[config.mk]
export PLATFORM = sky130hd
export DESIGN_NAME = irq_arbiter
export DESIGN_NICKNAME = d
export VERILOG_FILES = /design/src/rtl/irq_arb_pkg.sv /design/src/rtl/irq_edge_latch.sv /design/src/rtl/irq_ctrl_regs.sv /design/src/rtl/irq_prio_sel.sv /design/src/rtl/irq_arbiter.sv
export SDC_FILE = /design/constraint.sdc
export NUM_CORES = 1
export LEC_CHECK = 0
export BUFFER_PORTS_ARGS = -buffer_cell sky130_fd_sc_hd__buf_2
export CAP_MARGIN = 20
export CORE_AREA = 2 2 40 42
export CTS_BUF_LIST = sky130_fd_sc_hd__clkbuf_4 sky130_fd_sc_hd__clkbuf_8
export DETAILED_ROUTE_END_ITERATION = 10
export DIE_AREA = 0 0 42 44
export PLACE_DENSITY = 0.81
export SKIP_CTS_REPAIR_TIMING = 1
export SLEW_MARGIN = 10
export SYNTH_ARGS = -nofsm -noshare
export SYNTH_HDL_FRONTEND = slang
export SYNTH_HIERARCHICAL = 1
export SYNTH_SLANG_ARGS = --single-unit
[constraint.sdc]
create_clock -name clk_i -period 2.27 [get_ports clk_i]
set_input_delay 0.454 -clock clk_i [delete_from_list [all_inputs] [get_ports clk_i]]
set_output_delay 0.454 -clock clk_i [all_outputs]
set_load 0.01 [all_outputs]
[src/rtl/irq_arb_pkg.sv]
package irq_arb_pkg;
  localparam int NUM_SRC = 5;
  localparam int NUM_MSK = 3;
  // index order is priority order, 0 highest
  typedef enum logic [2:0] {
    SRC_TRAP = 3'd0,
    SRC_R75  = 3'd1,
    SRC_R65  = 3'd2,
    SRC_R55  = 3'd3,
    SRC_INTR = 3'd4
  } src_e;
endpackage

[src/rtl/irq_edge_latch.sv]
module irq_edge_latch (
  input  logic clk_i,
  input  logic rst_ni,
  input  logic lvl_i,
  input  logic clr_i,
  input  logic take_i,
  output logic pend_o
);
  logic lvl_q, pend_q, rise;

  assign rise = lvl_i & ~lvl_q;

  always_ff @(posedge clk_i or negedge rst_ni) begin
    if (!rst_ni) begin
      lvl_q  <= 1'b0;
      pend_q <= 1'b0;
    end else begin
      lvl_q  <= lvl_i;
      pend_q <= rise | (pend_q & ~clr_i & ~take_i);
    end
  end

  assign pend_o = pend_q;

  p_edge_sets_r9: assert property (@(posedge clk_i) disable iff (!rst_ni)
    (lvl_i && !lvl_q) |=> pend_o);
  p_pend_holds_r9: assert property (@(posedge clk_i) disable iff (!rst_ni)
    (pend_o && !clr_i && !take_i) |=> pend_o);
endmodule

[src/rtl/irq_ctrl_regs.sv]
module irq_ctrl_regs #(
  parameter int MSK_W = irq_arb_pkg::NUM_MSK
) (
  input  logic             clk_i,
  input  logic             rst_ni,
  input  logic             ei_i,
  input  logic             di_i,
  input  logic             take_i,
  input  logic             mask_wr_i,
  input  logic             mask_en_i,
  input  logic [MSK_W-1:0] mask_val_i,
  output logic             ie_o,
  output logic [MSK_W-1:0] mask_o
);
  logic             ie_q;
  logic [MSK_W-1:0] mask_q;

  always_ff @(posedge clk_i or negedge rst_ni) begin
    if (!rst_ni) begin
      ie_q   <= 1'b0;
      mask_q <= '1;
    end else begin
      // accept and disable override enable
      if (take_i || di_i) ie_q <= 1'b0;
      else if (ei_i)      ie_q <= 1'b1;
      if (mask_wr_i && mask_en_i) mask_q <= mask_val_i;
    end
  end

  assign ie_o   = ie_q;
  assign mask_o = mask_q;

  p_take_clears_ie_r6: assert property (@(posedge clk_i) disable iff (!rst_ni)
    take_i |=> !ie_o);
  p_di_wins_r7: assert property (@(posedge clk_i) disable iff (!rst_ni)
    di_i |=> !ie_o);
  p_mask_qualified_r8: assert property (@(posedge clk_i) disable iff (!rst_ni)
    !(mask_wr_i && mask_en_i) |=> $stable(mask_o));
endmodule

[src/rtl/irq_prio_sel.sv]
module irq_prio_sel #(
  parameter int N = irq_arb_pkg::NUM_SRC
) (
  input  logic [N-1:0] req_i,
  output logic [N-1:0] gnt_o,
  output logic         valid_o
);
  always_comb begin
    gnt_o   = '0;
    valid_o = 1'b0;
    for (int i = 0; i < N; i++) begin
      if (req_i[i] && !valid_o) begin
        gnt_o[i] = 1'b1;
        valid_o  = 1'b1;
      end
    end
  end

  p_gnt_onehot_r1: assert property (@(req_i) 1'b1 |-> $onehot0(gnt_o))
    else ;
endmodule

[src/rtl/irq_arbiter.sv]
module irq_arbiter #(
  parameter int          ADDR_W   = 16,
  parameter logic [15:0] VEC_TRAP = 16'h0024,
  parameter logic [15:0] VEC_R75  = 16'h003C,
  parameter logic [15:0] VEC_R65  = 16'h0034,
  parameter logic [15:0] VEC_R55  = 16'h002C
) (
  input  logic              clk_i,
  input  logic              rst_ni,
  input  logic              trap_i,
  input  logic              rst75_i,
  input  logic              rst65_i,
  input  logic              rst55_i,
  input  logic              intr_i,
  input  logic              sample_i,
  input  logic              ei_i,
  input  logic              di_i,
  input  logic              mask_wr_i,
  input  logic              mask_en_i,
  input  logic [2:0]        mask_val_i,
  input  logic              clr75_i,
  output logic              accept_o,
  output logic [ADDR_W-1:0] vector_o,
  output logic              inta_o,
  output logic              pc_hold_o
);
  import irq_arb_pkg::*;

  logic               ie;
  logic [NUM_MSK-1:0] mask;
  logic               pend75;
  logic [NUM_SRC-1:0] req, gnt;
  logic               any, take;
  logic [ADDR_W-1:0]  vec_sel;

  assign take = sample_i & any;

  irq_ctrl_regs #(.MSK_W(NUM_MSK)) u_regs (
    .clk_i, .rst_ni, .ei_i, .di_i, .take_i(take),
    .mask_wr_i, .mask_en_i, .mask_val_i,
    .ie_o(ie), .mask_o(mask)
  );

  irq_edge_latch u_r75 (
    .clk_i, .rst_ni, .lvl_i(rst75_i), .clr_i(clr75_i),
    .take_i(take & gnt[SRC_R75]), .pend_o(pend75)
  );

  // mask bit order: 0 -> 5.5, 1 -> 6.5, 2 -> 7.5
  always_comb begin
    req           = '0;
    req[SRC_TRAP] = trap_i;
    req[SRC_R75]  = pend75  & ie & ~mask[2];
    req[SRC_R65]  = rst65_i & ie & ~mask[1];
    req[SRC_R55]  = rst55_i & ie & ~mask[0];
    req[SRC_INTR] = intr_i  & ie;
  end

  irq_prio_sel #(.N(NUM_SRC)) u_sel (
    .req_i(req), .gnt_o(gnt), .valid_o(any)
  );

  always_comb begin
    vec_sel = '0;
    if      (gnt[SRC_TRAP]) vec_sel = ADDR_W'(VEC_TRAP);
    else if (gnt[SRC_R75])  vec_sel = ADDR_W'(VEC_R75);
    else if (gnt[SRC_R65])  vec_sel = ADDR_W'(VEC_R65);
    else if (gnt[SRC_R55])  vec_sel = ADDR_W'(VEC_R55);
  end

  always_ff @(posedge clk_i or negedge rst_ni) begin
    if (!rst_ni) begin
      accept_o  <= 1'b0;
      vector_o  <= '0;
      inta_o    <= 1'b0;
      pc_hold_o <= 1'b0;
    end else begin
      accept_o  <= take;
      pc_hold_o <= take;
      inta_o    <= take & gnt[SRC_INTR];
      vector_o  <= take ? vec_sel : '0;
    end
  end

  p_only_on_sample_r3: assert property (@(posedge clk_i) disable iff (!rst_ni)
    accept_o |-> $past(sample_i));
  p_trap_wins_r2: assert property (@(posedge clk_i) disable iff (!rst_ni)
    (sample_i && trap_i) |=> (accept_o && vector_o == ADDR_W'(VEC_TRAP) && !inta_o));
  p_inta_form_r4: assert property (@(posedge clk_i) disable iff (!rst_ni)
    inta_o |-> (accept_o && pc_hold_o && vector_o == '0));
  p_quiet_r10: assert property (@(posedge clk_i) disable iff (!rst_ni)
    !accept_o |-> (!inta_o && !pc_hold_o && vector_o == '0));
  p_ie_low_after_r6: assert property (@(posedge clk_i) disable iff (!rst_ni)
    accept_o |-> !ie);
endmodule

==> impl_metrics.ini, run 1 <==
[final_layout]
post-route-util_pct = 50.2
syn2layout_area_growth_pct = 14.3
nFillCells = 143
num_antenna_cells = 0
drive_above_1_share_pct = 46.3
design_area_um2 = 712
instances_no_fill = 98
fin_nets = 99

[sta]
tightest_slew_ns = 0.621
fin_ws_ns = 0.695
maxSlewViolCount = 0
setup_viol = 0
whs_ns = 0.0398
rsz0062_at_grt = false
post-route-min-period_ns = 1.57
setup_tns_ns = 0
timing.fmax_mhz = 635
hold_viol = 0
slew_headroom_pct = 58.0
timing.final.crit_share_pct = 69.4
fin_skew_ns = 0.00281

[power_and_ir_drop]
ir_drop_mv = 0.277
switching_power_uw = 109
p_clk_share_pct = 32.0
cellLeakagePower_nw = 0.384
total_power_uw = 441
p_sw_share_pct = 24.8
combPwrFrac_pct = 16.7
seq_power_share_pct = 51.3
power_density_nw_per_um2 = 619
internal_power_uw = 331

[placed_design]
dp_hpwl_um = 807
dpl.cell_count = 94
gp_congestion = 0.697
numPortBuffers = 22
place_ws_ns = 0.647
placed_area_um2 = 682

[synthesis]
netlist_instances = 60
ys_seq_area_share_pct = 44.8
synth_seq_cells = 11
netlist_area_um2 = 623
netlist-cell-type-count = 21
avgSynthCellArea_um2 = 10.4
ys.warnings.count = 6

[clocking]
insertion_delay_ns = 0.26
cts_buffers = 3
cts_tree = done
clk_pin_slew_worst_paths_ns = 0.07
clock_sinks = 11
h-tree-depth = 1
clockRootBuffer = clkbuf_4
cts_buffer_depth = 2

[run_status]
status = complete, no violations

[route]
vias = 442
wirelength_um = 952
drt_pass1_iterations = 4
drc = 0
drtIter0Drc = 11
vias_per_cell = 4.51
drtAntennaViolNets = 0
wl_per_cell_um = 9.71

[global_route]
track_usage_pct = 12.9
grt_pass1_vias = 449
antenna_found_initial = 0
grt_max_degree = 12
overflow = 0
grt_pass1_wl_um = 1730

[die]
ios = 35
core_um2 = 1420
start_util_pct = 43.9
rows = 14
die_x_um = 42
dieHeight_um = 44
die-area_um2 = 1850

[worst_setup_path]
endpoint_kind = flop
crit_type = reg2reg
r2r-start = u_regs/mask_o[2]
path_max_fanout = 4
crit_path_start = u_regs/mask_o[2]
critPathArrivalTime_ns = 1.76
worstSetupStartpointType = flop
cp.required_ns = 2.45

[job]
drv_cap = 0

[worst_hold_path]
hp-class = in2async
## critical path, stage by stage (launching register included)
cell	delay (ns)
dfstp_2	0.54
nor2_1	0.08
nor4b_1	0.59
nand2b_4	0.08
a211oi_2	0.21
## synth_stat cells
| library cell | n | area [um2] |
|---|---|---|
| buf_4 | 15 | 113 |
| dfrtp_1 | 8 | 200 |
| nor2_1 | 7 | 26.3 |
| inv_1 | 4 | 15.0 |
| dfstp_2 | 3 | 78.8 |
| mux2_4 | 3 | 45.0 |
| nand2_1 | 3 | 11.3 |
| and2_1 | 2 | 12.5 |
| nand2_2 | 2 | 12.5 |
| nor3_1 | 2 | 10.0 |
| a211oi_2 | 1 | 12.5 |
| a21oi_1 | 1 | 5.00 |
| and3_1 | 1 | 6.26 |
| conb_1 | 1 | 3.75 |
| nand2b_1 | 1 | 6.26 |
| nand2b_4 | 1 | 13.8 |
| nor2b_1 | 1 | 6.26 |
| nor3b_1 | 1 | 7.51 |
| nor4_2 | 1 | 12.5 |
| nor4b_1 | 1 | 8.76 |
| o32ai_2 | 1 | 16.3 |
## power groups by stage
stage	Combinational [mW]	Clock [mW]	Sequential, mW
after floorplan	0.0649	0	0.229
after global placement	0.0722	0	0.229
after detailed placement	0.0741	0	0.230
after CTS	0.0744	0.148	0.226
after global routing	0.0822	0.162	0.228
final	0.0737	0.141	0.226
## layout by cell type (no fill, tap or decap), drive strengths merged
cell	count
a21oi	1
nand2b	2
a211oi	1
buf	22
and2	2
nor2b	1
nand2	5
and3	1
dfrtp	8
clkbuf	4
o32ai	1
mux2	3
nor4	1
nor3b	1
nor2	7
nor3	2
dfstp	3
nor4b	1
inv	4
conb	12
## final cells by class
type | instances | area (um2) | area share (%)
clock buffers | 4 | 30.0 | 4.22
inverters | 4 | 15.0 | 2.11
multi-input cells | 41 | 258 | 36.2
flip-flops and latches | 11 | 279 | 39.2
well taps | 16 | 20.0 | 2.81
repair buffers | 22 | 110 | 15.5
## state kept, by name, summed over array words and instances (netlist names)
name	cells
inta_o	1
u_regs/mask_o	3
pc_hold_o	1
vector_o	3
u_r75/pend_o	1
u_regs/ie_o	1
u_r75/lvl_q	1
## routing by layer
metal	track usage, %	up-vias	share of wire [%]
li1	-	213	-
met1	13.4	205	36
met3	3.33	2	11
met5	0	-	0
met2	21.6	22	52
met4	11.6	0	0.95
## cell families (layout without fill, tap and decap cells)
logic type | after synthesis | after routing | synth area share [%]
multiplexers | 3 | 3 | 7.23
AO/OA/AOI/OAI | 3 | 3 | 5.42
flip-flops | 11 | 11 | 44.8
other | 1 | 12 | 0.602
AND/OR/NAND/NOR | 23 | 23 | 21.5
buffers and inverters | 19 | 30 | 20.5
## worst paths after layout
check	to	slack (ns)	cells past startpoint
min reg2reg	u_r75/pend_o	0.44	1
max	vector_o[3]	0.70	4
max reg2reg	vector_o[3]	0.70	4
min in group clk_i	u_r75/lvl_q	0.31	1
max in group asynchronous	u_regs/mask_o[0]	1.97	1
min	vector_o[3]	0.04	1
(Power assumes the default switching activity.)
==> inputs of run 2 (changes only) <==
CORE_AREA = 2 2 43 45   (was 2 2 40 42)
DIE_AREA = 0 0 45 47   (was 0 0 42 44)
PLACE_DENSITY = 0.74   (was 0.81)
clock period = 1.3 ns   (was 2.27 ns; I/O delays follow)
==> impl_metrics.ini, run 2 (synthesized netlist as in run 1, its figures left out) <==
[route]
vias_per_cell = 4.44
drt-met1-wl_um = 397
wl_per_cell_um = 10.3
vias = 462
drc = 0
drtAntennaViolNets = 0
wirelength_um = 1070
wl_met3_um = 115
drt_pass1_iterations = 4
drtIter0Drc = 5
top_layer_used = met3
wl_met2_um = 558

[global_route]
track_usage_pct = 11.3
grt_pass1_wl_um = 1660
overflow = 0
grt_max_degree = 12
grt_pass1_vias = 422
antenna_found_initial = 0

[sta]
hold_viol = 0
setup_tns_ns = -0.366
timing.final.crit_share_pct = 107
fin_ws_ns = -0.0958
post-route-min-period_ns = 1.40
fin_skew_ns = 0.000301
maxSlewViolCount = 0
setup_viol = 5
rsz0062_at_grt = true
timing.fmax_mhz = 716

[power_and_ir_drop]
total_power_uw = 794
ir_drop_mv = 0.617
cellLeakagePower_nw = 0.413
power_density_nw_per_um2 = 1000

[die]
die_x_um = 45
core_um2 = 1650
dieHeight_um = 47
rows = 15
start_util_pct = 37.7
die-area_um2 = 2120
ios = 35

[placed_design]
numPortBuffers = 22
gp_congestion = 0.754
dp_hpwl_um = 905
place_ws_ns = -0.185
dpl.cell_count = 99

[final_layout]
nFillCells = 152
num_antenna_cells = 0
multi_input_area_um2 = 298
drive_above_1_share_pct = 57.5
area.sequential_um2 = 279
syn2layout_area_growth_pct = 27.3
fin_nets = 104
final_common_cell = buf_2
instances_no_fill = 104
most-common-layout-cells = buf_2 (22), conb_1 (12), dfrtp_1 (8)
post-route-util_pct = 48.0

[worst_setup_path]
worstRegToRegCells = 6
path_max_fanout = 3
worstSetupStartpointType = flop
critPathArrivalTime_ns = 1.57
endpoint_kind = flop
r2r-start = u_regs/mask_o[0]
crit_end = u_r75/pend_o
crit_type = reg2reg
cp.required_ns = 1.47
worst_r2r_endpoint = u_r75/pend_o
r2r_slack_ns = -0.1
crit_path_start = u_regs/mask_o[0]

[clocking]
cts_buffer_depth = 2
insertion_delay_ns = 0.26
h-tree-depth = 1
cts_buffers = 3
clk_pin_slew_worst_paths_ns = 0.06
cts_tree = done
clockRootBuffer = clkbuf_4
clock_sinks = 11

[job]
drv_cap = 0

[worst_hold_path]
hp-class = in2reg

[run_status]
status = finished, violations left
violations = negative setup slack
-- run 2: final cells by class --
class,count,share of cell area (%)
multi-input combinational,41,37.5
tap,17,2.68
inverter,4,1.89
sequential,11,35.2
clock buffer,4,3.79
timing repair buffer,27,18.9
-- run 2: routing by layer --
metal	track usage (%)	vias up
met5	0	-
met4	1.76	0
met3	5.77	0
met2	22.3	28
met1	10.4	213
li1	-	221
-- run 2: how the worst min path moves through the flow --
stage	startpoint	to	slack (ns)	cells after the start
2_1_floorplan	rst_ni	inta_o	-0.04	0
3_5_place_dp	rst_ni	vector_o[4]	0.14	1
6_report	rst75_i	u_r75/lvl_q	0.12	1
3_3_place_gp	rst_ni	vector_o[4]	0.14	1
5_1_grt	rst75_i	u_r75/lvl_q	0.10	1
4_1_cts	rst_ni	u_regs/ie_o	-0.15	1
-- run 2: worst max-delay path: stages (launching register included) --
cell      delay, ns
dfstp_2        0.54
nor2_2         0.06
nor4_4         0.27
nand2b_1       0.11
nand2_2        0.10
nor2_2         0.05
o32ai_2        0.18
-- run 2: power by group --
group / leakage [nW] / switching (mW) / internal [mW]
clock: 0.0184 / 0.102 / 0.139
sequential: 0.136 / 0.0199 / 0.379
combinational: 0.259 / 0.0776 / 0.0754
-- run 2: per-stage QoR --
step / hold WS, ns / cell area [um2]
floorplan: -0.0356 / 681
global placement: 0.136 / 729
detailed placement: 0.143 / 729
CTS: -0.148 / 759
global route: 0.105 / 793
finish: 0.117 / 793
==> inputs of run 3 (changes only) <==
clock period = 1.2 ns   (was 1.3 ns; I/O delays follow)
==> impl_metrics.ini, run 3 (synthesized netlist as in run 1, its figures left out) <==
[run_status]
status = finished, violations left
violations = negative setup slack

[worst_setup_path]
crit_path_start = u_regs/mask_o[2]
crit_path_cell_trace = nor2_4 -> nor4b_4 -> buf_4 -> nand2b_4 -> a211oi_2
crit_family = flip-flops
path_max_fanout = 3
slowest_delay_ns = 0.56
worstSetupStartpointType = flop
cp.required_ns = 1.37
cpMaxStageDelayCell = dfstp_2
critPathBufInv = 1
r2r-start = u_regs/mask_o[2]
endpoint_kind = flop
crit_type = reg2reg
critPathArrivalTime_ns = 1.60

[route]
drt_pass1_iterations = 2
vias_per_cell = 4.60
drtIter0Drc = 3
drc = 0
drtAntennaViolNets = 0
wirelength_um = 1230
vias = 478
wl_per_cell_um = 11.8

[clocking]
cts_buffers = 3
h-tree-depth = 1
clock_sinks = 11
clk_pin_slew_worst_paths_ns = 0.07
insertion_delay_ns = 0.26
cts_buffer_depth = 2
cts_tree = done
clockRootBuffer = clkbuf_4

[sta]
post-route-min-period_ns = 1.43
setup_viol = 7
maxSlewViolCount = 0
timing.final.crit_share_pct = 119
rsz0062_at_grt = true
hold_viol = 0
fin_ws_ns = -0.233
timing.fmax_mhz = 698
fin_skew_ns = 0.00494

[final_layout]
num_antenna_cells = 0
design_area_um2 = 813
final_common_cell = buf_2
instances_no_fill = 104
syn2layout_area_growth_pct = 30.5
most-common-layout-cells = buf_2 (22), conb_1 (12), dfrtp_1 (7)
post-route-util_pct = 49.2
drive_above_1_share_pct = 59.8
fin_nets = 104
nFillCells = 165

[global_route]
track_usage_pct = 12.0
overflow = 0
grt_max_degree = 12
grt_pass1_vias = 414
grt_pass1_wl_um = 1700
antenna_found_initial = 0

[die]
start_util_pct = 37.7
dieHeight_um = 47
die_x_um = 45
ios = 35
rows = 15
core_um2 = 1650
die-area_um2 = 2120

[power_and_ir_drop]
ir_drop_mv = 0.597
power_density_nw_per_um2 = 1080
cellLeakagePower_nw = 0.416

[placed_design]
numPortBuffers = 22
place_ws_ns = -0.231
placed_area_um2 = 729
dpl.cell_count = 99
dp_hpwl_um = 950
gp_congestion = 0.806

[worst_hold_path]
hp-class = in2reg
hp-start = rst75_i

[job]
drv_cap = 0
## run 3: cell counts in the layout (fill, tap and decap cells not counted)
Identical to the previous run, type by type.
## run 3: final cells by class
type / count / area, um2 / share of cell area [%]
multi-input cells: 41 / 317 / 38.9
clock buffers: 4 / 30.0 / 3.69
flip-flops and latches: 11 / 280 / 34.5
repair buffers: 27 / 150 / 18.5
inverters: 4 / 15.0 / 1.85
well taps: 17 / 21.3 / 2.62
## run 3: metrics by stage
step                      hold WS, ns  setup TNS [ns]  power (mW)
after floorplan               -0.0556          -0.473       0.562
after global placement          0.117          -0.737       0.587
after detailed placement        0.124           -1.22       0.592
after CTS                      -0.165           -1.32       0.865
after global routing           0.0924           -1.61       0.924
final                          0.0965           -1.05       0.875
## run 3: per-layer routing
layer	GRT usage, %	up-vias	share of wire (%)
met1	11.1	228	36
li1	-	222	-
met2	21.4	26	51
met5	0	-	0
met3	5.77	2	11
met4	7.06	0	1.7
## run 3: worst paths after layout
check / depth (start not counted) / slack (ns) / end
worst max-delay path: 5 / -0.23 / vector_o[3]
worst min-delay path: 1 / 0.1 / u_r75/lvl_q
worst max register to register: 5 / -0.23 / vector_o[3]
worst min register to register: 1 / 0.43 / u_r75/pend_o
max in group asynchronous: 2 / 0.57 / u_regs/mask_o[0]
min in group asynchronous: 2 / 0.36 / vector_o[4]
## run 3: power breakdown
group          internal [mW]  switching, mW  total, mW
registers              0.412         0.0242      0.436
clock network          0.151          0.116      0.267
logic                 0.0837         0.0890      0.173
